$ cat src/rtl/cfg_pkg.sv
package cfg_pkg;
  typedef enum logic [2:0] {
    ST_OK       = 3'd0,
    ST_UNSUP    = 3'd1,
    ST_INIT_TMO = 3'd2,
    ST_IO_ERR   = 3'd3,
    ST_CRC      = 3'd4,
    ST_TRUNC    = 3'd5,
    ST_TMO      = 3'd6
  } cfg_status_e;

  typedef enum logic [2:0] {
    S_IDLE, S_PROG, S_INITHI, S_CHKDONE, S_LAT, S_DATA, S_PADGO, S_PADWAIT
  } cfg_fsm_e;
endpackage

$ cat src/rtl/cfg_sync.sv
module cfg_sync #(
  parameter int W = 2
) (
  input  logic         clk,
  input  logic         rst,
  input  logic [W-1:0] d_i,
  output logic [W-1:0] q_o
);
  logic [W-1:0] meta_q, sync_q;

  always_ff @(posedge clk) begin
    if (rst) begin
      meta_q <= '0;
      sync_q <= '0;
    end else begin
      meta_q <= d_i;
      sync_q <= meta_q;
    end
  end

  assign q_o = sync_q;
endmodule

$ cat src/rtl/cfg_shifter.sv
module cfg_shifter #(
  parameter int DIV = 4
) (
  input  logic       clk,
  input  logic       rst,
  input  logic       load_i,
  input  logic [7:0] byte_i,
  output logic       ready_o,
  output logic       cclk_o,
  output logic       din_o
);
  localparam int DW = (DIV > 1) ? $clog2(DIV) : 1;
  localparam logic [DW-1:0] DIV_END = DW'(DIV - 1);

  logic          active_q, cclk_q, din_q;
  logic [7:0]    sh_q;
  logic [2:0]    bit_q;
  logic [DW-1:0] dc_q;

  always_ff @(posedge clk) begin
    if (rst) begin
      active_q <= 1'b0;
      cclk_q   <= 1'b0;
      din_q    <= 1'b0;
      sh_q     <= '0;
      bit_q    <= '0;
      dc_q     <= '0;
    end else if (load_i) begin
      active_q <= 1'b1;
      cclk_q   <= 1'b0;
      din_q    <= byte_i[7];
      sh_q     <= byte_i;
      bit_q    <= '0;
      dc_q     <= '0;
    end else if (active_q) begin
      if (dc_q == DIV_END) begin
        dc_q <= '0;
        if (!cclk_q) begin
          cclk_q <= 1'b1;
        end else begin
          cclk_q <= 1'b0;
          if (bit_q == 3'd7) begin
            active_q <= 1'b0;
          end else begin
            bit_q <= bit_q + 3'd1;
            din_q <= sh_q[6];
            sh_q  <= {sh_q[6:0], 1'b0};
          end
        end
      end else begin
        dc_q <= dc_q + DW'(1);
      end
    end
  end

  assign ready_o = !active_q;
  assign cclk_o  = cclk_q;
  assign din_o   = din_q;

  // data moves only on a falling serial clock or a fresh load
  p_din_edge_r7: assert property (@(posedge clk) disable iff (rst)
    !$stable(din_o) |-> ($fell(cclk_o) || $past(load_i)));
  // a byte is never loaded over one still being shifted
  p_load_idle_r7: assert property (@(posedge clk) disable iff (rst)
    load_i |-> !active_q);
endmodule

$ cat src/rtl/cfg_loader.sv
module cfg_loader
  import cfg_pkg::*;
#(
  parameter int CLK_DIV      = 4,
  parameter int HAS_INIT     = 1,
  parameter int PULSE_CYC    = 125,
  parameter int INIT_TMO_CYC = 250_000_000,
  parameter int LAT_CYC      = 1_875_000,
  parameter int DONE_TMO_CYC = 25_000_000,
  parameter int CNT_W        = 32
) (
  input  logic       clk,
  input  logic       rst,
  input  logic       start_i,
  input  logic       partial_i,
  input  logic [7:0] s_data_i,
  input  logic       s_valid_i,
  input  logic       s_last_i,
  output logic       s_ready_o,
  output logic       cclk_o,
  output logic       din_o,
  output logic       prog_n_o,
  input  logic       init_n_i,
  input  logic       done_i,
  output logic       busy_o,
  output logic       fin_o,
  output logic [2:0] status_o
);
  localparam logic [CNT_W-1:0] PULSE_END = CNT_W'(PULSE_CYC - 1);
  localparam logic [CNT_W-1:0] INIT_END  = CNT_W'(INIT_TMO_CYC - 1);
  localparam logic [CNT_W-1:0] LAT_END   = CNT_W'(LAT_CYC - 1);
  localparam logic [CNT_W-1:0] DONE_LIM  = CNT_W'(DONE_TMO_CYC);

  cfg_fsm_e         st_q;
  cfg_status_e      status_q;
  logic [CNT_W-1:0] cnt_q;
  logic             prog_n_q, busy_q, fin_q, dflag_q, xflag_q;
  logic             init_s, done_s, sh_rdy, sh_ld, tmo_hit;
  logic [7:0]       sh_byte;
  logic [1:0]       sync_q;

  cfg_sync #(.W(2)) u_sync (
    .clk(clk), .rst(rst), .d_i({init_n_i, done_i}), .q_o(sync_q)
  );
  assign init_s = sync_q[1];
  assign done_s = sync_q[0];

  assign s_ready_o = (st_q == S_DATA) && sh_rdy;
  assign sh_ld     = (s_ready_o && s_valid_i) || ((st_q == S_PADGO) && sh_rdy);
  assign sh_byte   = (st_q == S_PADGO) ? 8'hFF : s_data_i;
  assign tmo_hit   = (cnt_q >= DONE_LIM);

  cfg_shifter #(.DIV(CLK_DIV)) u_shift (
    .clk(clk), .rst(rst), .load_i(sh_ld), .byte_i(sh_byte),
    .ready_o(sh_rdy), .cclk_o(cclk_o), .din_o(din_o)
  );

  always_ff @(posedge clk) begin
    if (rst) begin
      st_q     <= S_IDLE;
      status_q <= ST_OK;
      cnt_q    <= '0;
      prog_n_q <= 1'b1;
      busy_q   <= 1'b0;
      fin_q    <= 1'b0;
      dflag_q  <= 1'b0;
      xflag_q  <= 1'b0;
    end else begin
      fin_q <= 1'b0;
      case (st_q)
        S_IDLE: if (start_i) begin
          if (partial_i) begin
            status_q <= ST_UNSUP;
            fin_q    <= 1'b1;
          end else begin
            prog_n_q <= 1'b0;
            cnt_q    <= '0;
            busy_q   <= 1'b1;
            st_q     <= S_PROG;
          end
        end
        S_PROG: begin
          if (HAS_INIT != 0) begin
            if (!init_s) begin
              prog_n_q <= 1'b1;
              cnt_q    <= '0;
              st_q     <= S_INITHI;
            end else if (cnt_q == INIT_END) begin
              prog_n_q <= 1'b1;
              status_q <= ST_INIT_TMO;
              fin_q    <= 1'b1;
              busy_q   <= 1'b0;
              st_q     <= S_IDLE;
            end else begin
              cnt_q <= cnt_q + 1'b1;
            end
          end else begin
            if (cnt_q == PULSE_END) begin
              prog_n_q <= 1'b1;
              st_q     <= S_CHKDONE;
            end else begin
              cnt_q <= cnt_q + 1'b1;
            end
          end
        end
        S_INITHI: begin
          if (init_s) begin
            st_q <= S_CHKDONE;
          end else if (cnt_q == INIT_END) begin
            status_q <= ST_INIT_TMO;
            fin_q    <= 1'b1;
            busy_q   <= 1'b0;
            st_q     <= S_IDLE;
          end else begin
            cnt_q <= cnt_q + 1'b1;
          end
        end
        S_CHKDONE: begin
          if (done_s) begin
            status_q <= ST_IO_ERR;
            fin_q    <= 1'b1;
            busy_q   <= 1'b0;
            st_q     <= S_IDLE;
          end else begin
            cnt_q <= '0;
            st_q  <= S_LAT;
          end
        end
        S_LAT: begin
          if (cnt_q == LAT_END) st_q <= S_DATA;
          else cnt_q <= cnt_q + 1'b1;
        end
        S_DATA: begin
          if (s_ready_o && s_valid_i && s_last_i) begin
            cnt_q <= '0;
            st_q  <= S_PADGO;
          end
        end
        S_PADGO: begin
          if (!tmo_hit) cnt_q <= cnt_q + 1'b1;
          if (sh_rdy) begin
            dflag_q <= done_s;
            xflag_q <= tmo_hit;
            st_q    <= S_PADWAIT;
          end
        end
        S_PADWAIT: begin
          if (!tmo_hit) cnt_q <= cnt_q + 1'b1;
          if (sh_rdy) begin
            if (dflag_q) begin
              status_q <= ST_OK;
              fin_q    <= 1'b1;
              busy_q   <= 1'b0;
              st_q     <= S_IDLE;
            end else if (xflag_q) begin
              if (HAS_INIT == 0)  status_q <= ST_TMO;
              else if (!init_s)   status_q <= ST_CRC;
              else                status_q <= ST_TRUNC;
              fin_q  <= 1'b1;
              busy_q <= 1'b0;
              st_q   <= S_IDLE;
            end else begin
              st_q <= S_PADGO;
            end
          end
        end
        default: st_q <= S_IDLE;
      endcase
    end
  end

  assign prog_n_o = prog_n_q;
  assign busy_o   = busy_q;
  assign fin_o    = fin_q;
  assign status_o = status_q;

  // program only falls after a full (non-partial) start request
  p_prog_fall_r1: assert property (@(posedge clk) disable iff (rst)
    $fell(prog_n_o) |-> ($past(start_i) && !$past(partial_i)));
  // no byte is taken while the device is held in program
  p_no_data_in_prog_r2: assert property (@(posedge clk) disable iff (rst)
    s_ready_o |-> prog_n_o);
  // an init timeout never leaves program asserted
  p_init_tmo_release_r4: assert property (@(posedge clk) disable iff (rst)
    (fin_o && status_o == ST_INIT_TMO) |-> prog_n_o);
  // finish lasts one cycle
  p_fin_pulse_r10: assert property (@(posedge clk) disable iff (rst)
    fin_o |=> !fin_o);
  // the result moves only together with the finish pulse
  p_status_hold_r10: assert property (@(posedge clk) disable iff (rst)
    !$stable(status_o) |-> fin_o);
endmodule

$ cat config.mk
export PLATFORM = sky130hd
export DESIGN_NAME = cfg_loader
export DESIGN_NICKNAME = d
export VERILOG_FILES = /design/src/rtl/cfg_pkg.sv /design/src/rtl/cfg_sync.sv /design/src/rtl/cfg_shifter.sv /design/src/rtl/cfg_loader.sv
export SDC_FILE = /design/constraint.sdc
export NUM_CORES = 1
export LEC_CHECK = 0
export ABC_AREA = 1
export BUFFER_PORTS_ARGS = -buffer_cell sky130_fd_sc_hd__buf_2
export CAP_MARGIN = 30
export CORE_MARGIN = 4
export CORE_UTILIZATION = 35
export CTS_BUF_LIST = sky130_fd_sc_hd__clkbuf_2 sky130_fd_sc_hd__clkbuf_4 sky130_fd_sc_hd__clkbuf_8
export CTS_CLUSTER_SIZE = 28
export DETAILED_ROUTE_END_ITERATION = 10
export PLACE_DENSITY_LB_ADDON = 0.12
export SYNTH_ARGS = -nofsm -noshare
export SYNTH_HDL_FRONTEND = slang
export SYNTH_HIERARCHICAL = 1
export SYNTH_SLANG_ARGS = --single-unit
$ cat constraint.sdc
create_clock -name clk -period 3.3 [get_ports clk]
set_clock_uncertainty 0.15 [all_clocks]
set_input_delay 0.66 -clock clk [delete_from_list [all_inputs] [get_ports clk]]
set_output_delay 0.66 -clock clk [all_outputs]
set_load 0.03 [all_outputs]
==> results.sh, run 1 <==
export IMPL_hold_viol=0
export IMPL_critPathMaxStageDelay_ns=0.49
export IMPL_end_kind="register"
export IMPL_tns_ns=0
export IMPL_numPortBuffers=24
export IMPL_gr_total_overflow=0
export IMPL_htree_num_levels=3
export IMPL_dieHeight_um=121
export IMPL_critPathRequiredTime_ns=3.44
export IMPL_synth_avg_cell_area_sq_um=5.81
export IMPL_synth_nets=796
export IMPL_worstPathArrival_ns=2.80
export IMPL_grt_pass1_wl_mm=23.9
export IMPL_initial_core_util=0.357
export IMPL_syn_area_sq_um=4500
export IMPL_die_w_um=121
export IMPL_setup_violations=0
export IMPL_outcome="finished, final reports clean"
export IMPL_clk_latency_ns=0.36
export IMPL_slew_headroom=0.502
export IMPL_crit_path_max_fanout=15
export IMPL_area_growth_pct=11.4
export IMPL_grt_setup_unrepaired="no"
export IMPL_cp_endpoint="u_shift/sh_q[1]$_SDFFE_PP0P_"
export IMPL_ys_seq_area_frac=0.276
export IMPL_cts_made_buffers=9
export IMPL_pwr_density_cell_nw_per_um2=651
export IMPL_synth_ff_type="dfxtp_1"
export IMPL_globalRouteTotalUtil=0.207
export IMPL_reg2regPathDepth=10
export IMPL_min_period_ns=2.65
export IMPL_n_fill_cell=1445
export IMPL_diodes=0
export IMPL_maxCapViolCount=0
export IMPL_num_rows=41
export IMPL_gp_congestion=1.00
export IMPL_cp_slowest_cell="dfxtp_1"
export IMPL_ant_nets=0
export IMPL_hold_buffers=0
export IMPL_hp_class="register to register"
export IMPL_rr_startpoint="st_q[0]$_SDFFE_PP0P_"
export IMPL_clk_pin_slew_worst_paths_ns=0.07
export IMPL_wirelength_mm=14.6
export IMPL_crit_start="st_q[0]$_SDFFE_PP0P_"
export IMPL_finalNetCount=818
export IMPL_ir_worst_vdd_uv=489
export IMPL_multi_input_area_sq_um=2840
export IMPL_dr_first_iter_drc_count=441
export IMPL_clockRootBuffer="clkbuf_8"
export IMPL_ys_types=42
export IMPL_drc=0
export IMPL_ys_ff_latch=62
export IMPL_synthArstFlopShare=0
export IMPL_synthCells=775
export IMPL_path_cells="inv_1, nand3_1, inv_1, nand2_1, nand2_1, inv_1, o21ai_1, nand3_1, nand2_1, nor2_2"
export IMPL_core_area_sq_um=12600
export IMPL_clock_path_buffers=2
export IMPL_max_freq_mhz=377
export IMPL_ios=25
export IMPL_drv_slew=0
export IMPL_cts_tree="built"
export IMPL_finalCritPeriodShare=0.803
export IMPL_fin_hold_ws_ns=0.254
export IMPL_setup_worst_path_start_class="register"
export IMPL_vias=4947
export IMPL_routedWlPerCell_um=15.0
export IMPL_path_class="register to register"
export IMPL_dr_pass1_iters=5
export IMPL_grt_max_degree=40
export IMPL_ys_warn_count=6
export IMPL_avgViaCountPerCell=5.08
export IMPL_hpwl_mm=10.9
export IMPL_cts_setup_buffers=0
export IMPL_final_layout_size_suffix_gt1_frac=0.107
export IMPL_r2r_slack_ns=0.65
export IMPL_p_leak_nw=2.08
export IMPL_grt_pass1_vias=4693
export IMPL_cts_sinks=62
export IMPL_synth_edf_count=0
export IMPL_cts_resized=0
export IMPL_antenna_found_initial=0
export IMPL_regArea_sq_um=1240
export IMPL_r2r_end="u_shift/sh_q[1]$_SDFFE_PP0P_"
export IMPL_tightest_slew_ns=0.746
export IMPL_die_area_sq_um=14700
-- layout make-up --
| type | count | share of cell area |
|---|---|---|
| clock inverters | 3 | 0.0180 |
| flip-flops and latches | 62 | 0.248 |
| well taps | 172 | 0.0429 |
| multi-input cells | 616 | 0.566 |
| repair buffers | 29 | 0.0315 |
| inverters | 79 | 0.0607 |
| clock buffers | 12 | 0.0330 |
-- where the power goes --
group | internal, W | leakage, nW | switching [W] | total (W)
clock network | 0.000560 | 0.129 | 0.000317 | 0.000877
registers | 0.000865 | 0.504 | 0.000136 | 0.00100
logic | 0.000372 | 1.45 | 0.00101 | 0.00139
total | 0.00180 | 2.08 | 0.00147 | 0.00326
-- Yosys cell counts, types with 2 or more instances --
master	number	area, sq um
nand2_1	243	912
nor2_1	137	514
inv_1	71	267
nand3_1	64	320
dfxtp_1	62	1240
a21oi_1	50	250
o21ai_0	43	215
or2_2	11	68.8
nand4_1	10	62.6
clkbuf_1	9	33.8
o211ai_1	8	60.1
nor2_2	7	43.8
ha_1	5	62.6
inv_2	5	18.8
nand2_2	5	31.3
buf_6	4	45.0
a21oi_2	3	26.3
buf_2	3	15.0
nand3_2	3	30.0
nor3_1	3	15.0
xor2_1	3	26.3
a211oi_1	2	15.0
clkinv_1	2	7.51
nor2_4	2	22.5
o21bai_1	2	15.0
xnor2_1	2	17.5
-- logic make-up (layout without fill, tap and decap cells) --
group	after synthesis	count (layout)	synth area share
and+or+nand+nor	491	491	0.464
AOI/OAI and AO/OA	115	115	0.143
buffers and inverters	97	123	0.0934
DFF	62	62	0.276
adders and majority gates	5	5	0.0139
xor gates and xnor gates	5	5	0.00973
-- cell usage in the layout (no fill, tap or decap), types with 2 or more instances in the layout --
cell type,netlist,layout
nand2_1,243,243
nor2_1,137,137
inv_1,71,71
nand3_1,64,64
dfxtp_1,62,62
a21oi_1,50,50
o21ai_0,43,43
buf_2,3,24
clkbuf_8,0,12
or2_2,11,11
nand4_1,10,10
o211ai_1,8,8
nor2_2,7,7
inv_2,5,5
nand2_2,5,5
ha_1,5,5
buf_4,1,5
nand3_2,3,3
a21oi_2,3,3
nor3_1,3,3
xor2_1,3,3
bufinv_16,0,3
nor2_4,2,2
xnor2_1,2,2
clkinv_1,2,2
o21bai_1,2,2
a211oi_1,2,2
-- per-stage QoR --
step	instance area (sq um)	instances	util	worst slack (ns)	total power, W
floorplan	4500	775	-	1.30	0.00206
global placement	4760	958	0.377	0.674	0.00238
detailed placement	4760	958	0.377	0.625	0.00239
CTS	5010	973	0.397	0.617	0.00329
global route	5010	973	0.397	0.234	0.00351
finish	5010	973	0.397	0.649	0.00326
-- routing by layer --
layer | global-route usage | wire [um]
met5 | 0 | 0
met4 | 0.0847 | 401
met2 | 0.320 | 6340
met3 | 0.0392 | 987
met1 | 0.284 | 6830
-- flip-flops by register name (all words and copies together), names as in the netlist --
name	flops
cnt_q	32
u_shift/sh_q	7
st_q	3
status_o	3
u_shift/bit_q	3
u_shift/dc_q	2
u_sync/meta_q	2
u_sync/q_o	2
busy_o	1
dflag_q	1
fin_o	1
prog_n_o	1
u_shift/active_q	1
u_shift/cclk_o	1
u_shift/din_o	1
xflag_q	1
-- worst max-delay path: cells and delay by family (launching register included) --
family / cells / cell delay, ns
AND/OR/NAND/NOR: 6 / 0.89
flip-flops: 1 / 0.49
buffers and inverters: 3 / 0.72
AO/OA/AOI/OAI: 1 / 0.33
-- worst min path at each step --
stage | from | endpoint | slack (ns) | cells after the start
CTS | u_sync/meta_q[1]$_SDFF_PP0_ | u_sync/q_o[1]$_SDFF_PP0_ | 0.26 | 2
finish | u_sync/meta_q[1]$_SDFF_PP0_ | u_sync/q_o[1]$_SDFF_PP0_ | 0.25 | 2
detailed placement | u_sync/meta_q[1]$_SDFF_PP0_ | u_sync/q_o[1]$_SDFF_PP0_ | 0.25 | 2
global placement | u_sync/meta_q[1]$_SDFF_PP0_ | u_sync/q_o[1]$_SDFF_PP0_ | 0.24 | 2
floorplan | u_sync/meta_q[0]$_SDFF_PP0_ | u_sync/q_o[0]$_SDFF_PP0_ | 0.24 | 2
global route | u_sync/meta_q[1]$_SDFF_PP0_ | u_sync/q_o[1]$_SDFF_PP0_ | 0.28 | 2
Note: power is estimated with default switching activity, not from simulation.
==> inputs of run 2 (changes only) <==
ABC_AREA = 0   (was 1)
clock period = 2.4 ns   (was 3.3 ns; I/O delays follow)
==> run 2 against run 1 <==
  * The flow now finishes with violations (negative setup slack)
  * Via count is 17% lower
  * Synthesized cell count is 38% lower
  * Routed wire length down 15%
  * Non-clock buffer count increased by 101
  * First-iteration DRC count decreased by 48%
  * Final cell count is 25% lower
  * Combinational power up 120%
  * Power up 64%
  * Critical endpoint is now cnt_q[8]$_SDFFE_PP0P_
  * Largest cell class unchanged
  * Largest power group unchanged
  * Highest routed layer unchanged
==> results.sh, run 2 <==
export IMPL_outcome="finished with violations"
export IMPL_violations="negative setup slack"
export IMPL_dr_pass1_iters=5
export IMPL_pwr_density_cell_nw_per_um2=1000
export IMPL_hp_class="input port to register"
export IMPL_die_w_um=111
export IMPL_synth_nets=500
export IMPL_crit_path_max_fanout=6
export IMPL_grt_use_met3=0.0420
export IMPL_drv_slew=0
export IMPL_synth_avg_cell_area_sq_um=7.77
export IMPL_p_leak_nw=2.06
export IMPL_critPathMaxStageDelay_ns=0.60
export IMPL_power_frac_seq=0.227
export IMPL_critPathRequiredTime_ns=2.50
export IMPL_crit_start="cnt_q[11]$_SDFFE_PP0P_"
export IMPL_cts_made_buffers=9
export IMPL_layout_common_cells="81 x buf_4, 59 x dfxtp_1, 52 x nor2_1"
export IMPL_clk_pin_slew_worst_paths_ns=0.08
export IMPL_synth_ff_type="dfxtp_1"
export IMPL_final_area_sq_um=5350
export IMPL_hold_depth=2
export IMPL_clock_path_buffers=2
export IMPL_synthCells=479
export IMPL_p_sw_frac=0.413
export IMPL_ys_warn_count=6
export IMPL_fin_cells=733
export IMPL_diodes=0
export IMPL_final_common_cell="buf_4"
export IMPL_hold_buffers=0
export IMPL_die_area_sq_um=12400
export IMPL_synth_top_area_cell="dfxtp_1"
export IMPL_syn_area_sq_um=3720
export IMPL_globalRouteMet2Util=0.315
export IMPL_synth_common_cells="62 x dfxtp_1, 54 x nor2_1, 42 x nand2_1, 41 x a21oi_1, 21 x o21ai_1"
export IMPL_end_kind="register"
export IMPL_globalRouteTotalUtil=0.190
export IMPL_p_clk_frac=0.203
export IMPL_setup_worst_path_start_class="register"
export IMPL_path_cells="or4b_1, or4_4, o41ai_4, o211ai_2, o211a_4, buf_6, a31oi_4, nor3_1"
export IMPL_min_from="init_n_i"
export IMPL_synthDominantCellAreaShare=0.333
export IMPL_initial_core_util=0.361
export IMPL_ir_worst_vdd_uv=472
export IMPL_p_comb_frac=0.569
export IMPL_synth_edf_count=0
export IMPL_synthAdderAreaFrac=0.0168
export IMPL_num_rows=37
export IMPL_regMostFlops="cnt_q"
export IMPL_gr_total_overflow=0
export IMPL_clk_latency_ns=0.36
export IMPL_drc=0
export IMPL_synth_compound_area_frac=0.246
export IMPL_cp_slowest_cell="or4_4"
export IMPL_grt_pass1_wl_mm=19.1
export IMPL_setup_violations=40
export IMPL_dieHeight_um=111
export IMPL_grt_max_degree=34
export IMPL_synthSimpleGateAreaFrac=0.337
export IMPL_internal_power_w=0.00314
export IMPL_dr_first_iter_drc_count=228
export IMPL_total_power_w=0.00535
export IMPL_clockRootBuffer="clkbuf_8"
export IMPL_switching_power_w=0.00221
export IMPL_wirelength_mm=12.3
export IMPL_ys_seq_area_frac=0.333
export IMPL_min_period_ns=2.74
export IMPL_slew_headroom=0.643
export IMPL_dp_cells=703
export IMPL_avgViaCountPerCell=5.63
export IMPL_cts_sinks=62
export IMPL_synth_mux_area_frac=0.0134
export IMPL_ys_ff_latch=62
export IMPL_synth_most_common_cell="dfxtp_1"
export IMPL_grt_pass1_vias=3762
export IMPL_maxCapViolCount=0
export IMPL_routedWlPerCell_um=16.8
export IMPL_synthArstFlopShare=0
export IMPL_path_class="register to register"
export IMPL_tightest_slew_ns=0.531
export IMPL_grt_setup_unrepaired="yes"
export IMPL_reg2regPathDepth=8
export IMPL_hpwl_mm=8.67
export IMPL_ios=25
export IMPL_hold_viol=0
export IMPL_vias=4128
export IMPL_finalNetCount=613
export IMPL_numPortBuffers=24
export IMPL_synthXorXnorAreaFrac=0.00470
export IMPL_synthTopCellsByArea="dfxtp_1 33%, a21oi_1 5.5%, nor2_1 5.4%"
export IMPL_rr_startpoint="cnt_q[11]$_SDFFE_PP0P_"
export IMPL_fin_ws_ns=-0.337
export IMPL_final_layout_size_suffix_gt1_frac=0.352
export IMPL_antenna_found_initial=0
export IMPL_dpl_cell_area_sq_um=4680
export IMPL_worstPathArrival_ns=2.84
export IMPL_cts_tree="built"
export IMPL_max_freq_mhz=365
export IMPL_ys_types=65
export IMPL_top_regs="cnt_q: 32 flops, u_shift/sh_q: 7 flops"
export IMPL_n_fill_cell=972
export IMPL_gp_congestion=0.867
export IMPL_ant_nets=0
export IMPL_synth_top_family_by_area="simple AND/OR/NAND/NOR gates"
export IMPL_finalCritPeriodShare=1.14
export IMPL_htree_num_levels=3
export IMPL_core_area_sq_um=10300
export IMPL_area_growth_pct=43.6
export IMPL_largest_register_ffs=32
export IMPL_grt_use_met1=0.244
export IMPL_busiest_layer="met2"
[run 2: cell count changes after synthesis, moves of 17 or more]
cell     delta
nand2_1   -201
nor2_1     -83
inv_1      -63
nand3_1    -47
o21ai_0    -27
o21ai_1    +20
nor3_1     +17
[run 2: critical path, delay by kind of cell, from the launching register on]
family	cells	cell delay (ns)
AO/OA/AOI/OAI	4	0.83
buffers and inverters	1	0.15
flip-flops	1	0.32
AND/OR/NAND/NOR	3	1.19
[run 2: logic make-up after synthesis]
kind of cell | Yosys count
AND/OR/NAND/NOR | 234
AO/OA/AOI/OAI | 133
flip-flops | 62
buffers and inverters | 38
multiplexers | 5
adder cells (fa/ha/maj) | 5
XOR/XNOR | 2
[run 2: timing repair]
item	CTS	global route
pin swaps	25	22
setup buffers	6	6
gates resized for setup	46	34
setup endpoints to repair	40	40
gates cloned	2	1
[run 2: power groups by stage]
stage          Combinational, W  Clock, W  Sequential (W)
2_1_floorplan           0.00137         0         0.00129
3_3_place_gp            0.00239         0         0.00124
3_5_place_dp            0.00240         0         0.00124
4_1_cts                 0.00272   0.00111         0.00121
5_1_grt                 0.00325   0.00117         0.00123
6_report                0.00304   0.00109         0.00122
[run 2: area by class of cell]
cell class / count / area [sq um] / share of cell area
multi-input combinational: 381 / 2620 / 0.489
sequential: 62 / 1250 / 0.233
timing repair buffer: 130 / 1050 / 0.197
tap: 136 / 170 / 0.0318
clock buffer: 9 / 124 / 0.0232
clock inverter: 7 / 105 / 0.0197
inverter: 8 / 30.0 / 0.00562
[run 2: routing by layer]
layer | wire [um] | vias to the layer above | share of wire
li1 | - | 2024 | -
met1 | 5520 | 1983 | 0.45
met2 | 6000 | 100 | 0.49
met3 | 582 | 21 | 0.047
met4 | 228 | 0 | 0.018
met5 | 0 | - | 0
[run 2: worst paths after layout]
path                            endpoint  slack [ns]
min          u_sync/meta_q[1]$_SDFF_PP0_        0.18
min reg2reg     status_o[1]$_SDFFE_PP0P_        0.30
max                cnt_q[8]$_SDFFE_PP0P_       -0.34
max reg2reg        cnt_q[8]$_SDFFE_PP0P_       -0.34
[run 2: through the flow]
stage | worst slack, ns | hold slack (ns) | utilization | TNS [ns]
6_report | -0.337 | 0.184 | 0.518 | -9.23
5_1_grt | -0.424 | 0.177 | 0.518 | -12.23
4_1_cts | -0.311 | 0.177 | 0.498 | -9.37
3_5_place_dp | -0.373 | 0.277 | 0.453 | -10.51
3_3_place_gp | -0.321 | 0.283 | 0.453 | -9.37
2_1_floorplan | -0.335 | 0.264 | - | -7.07
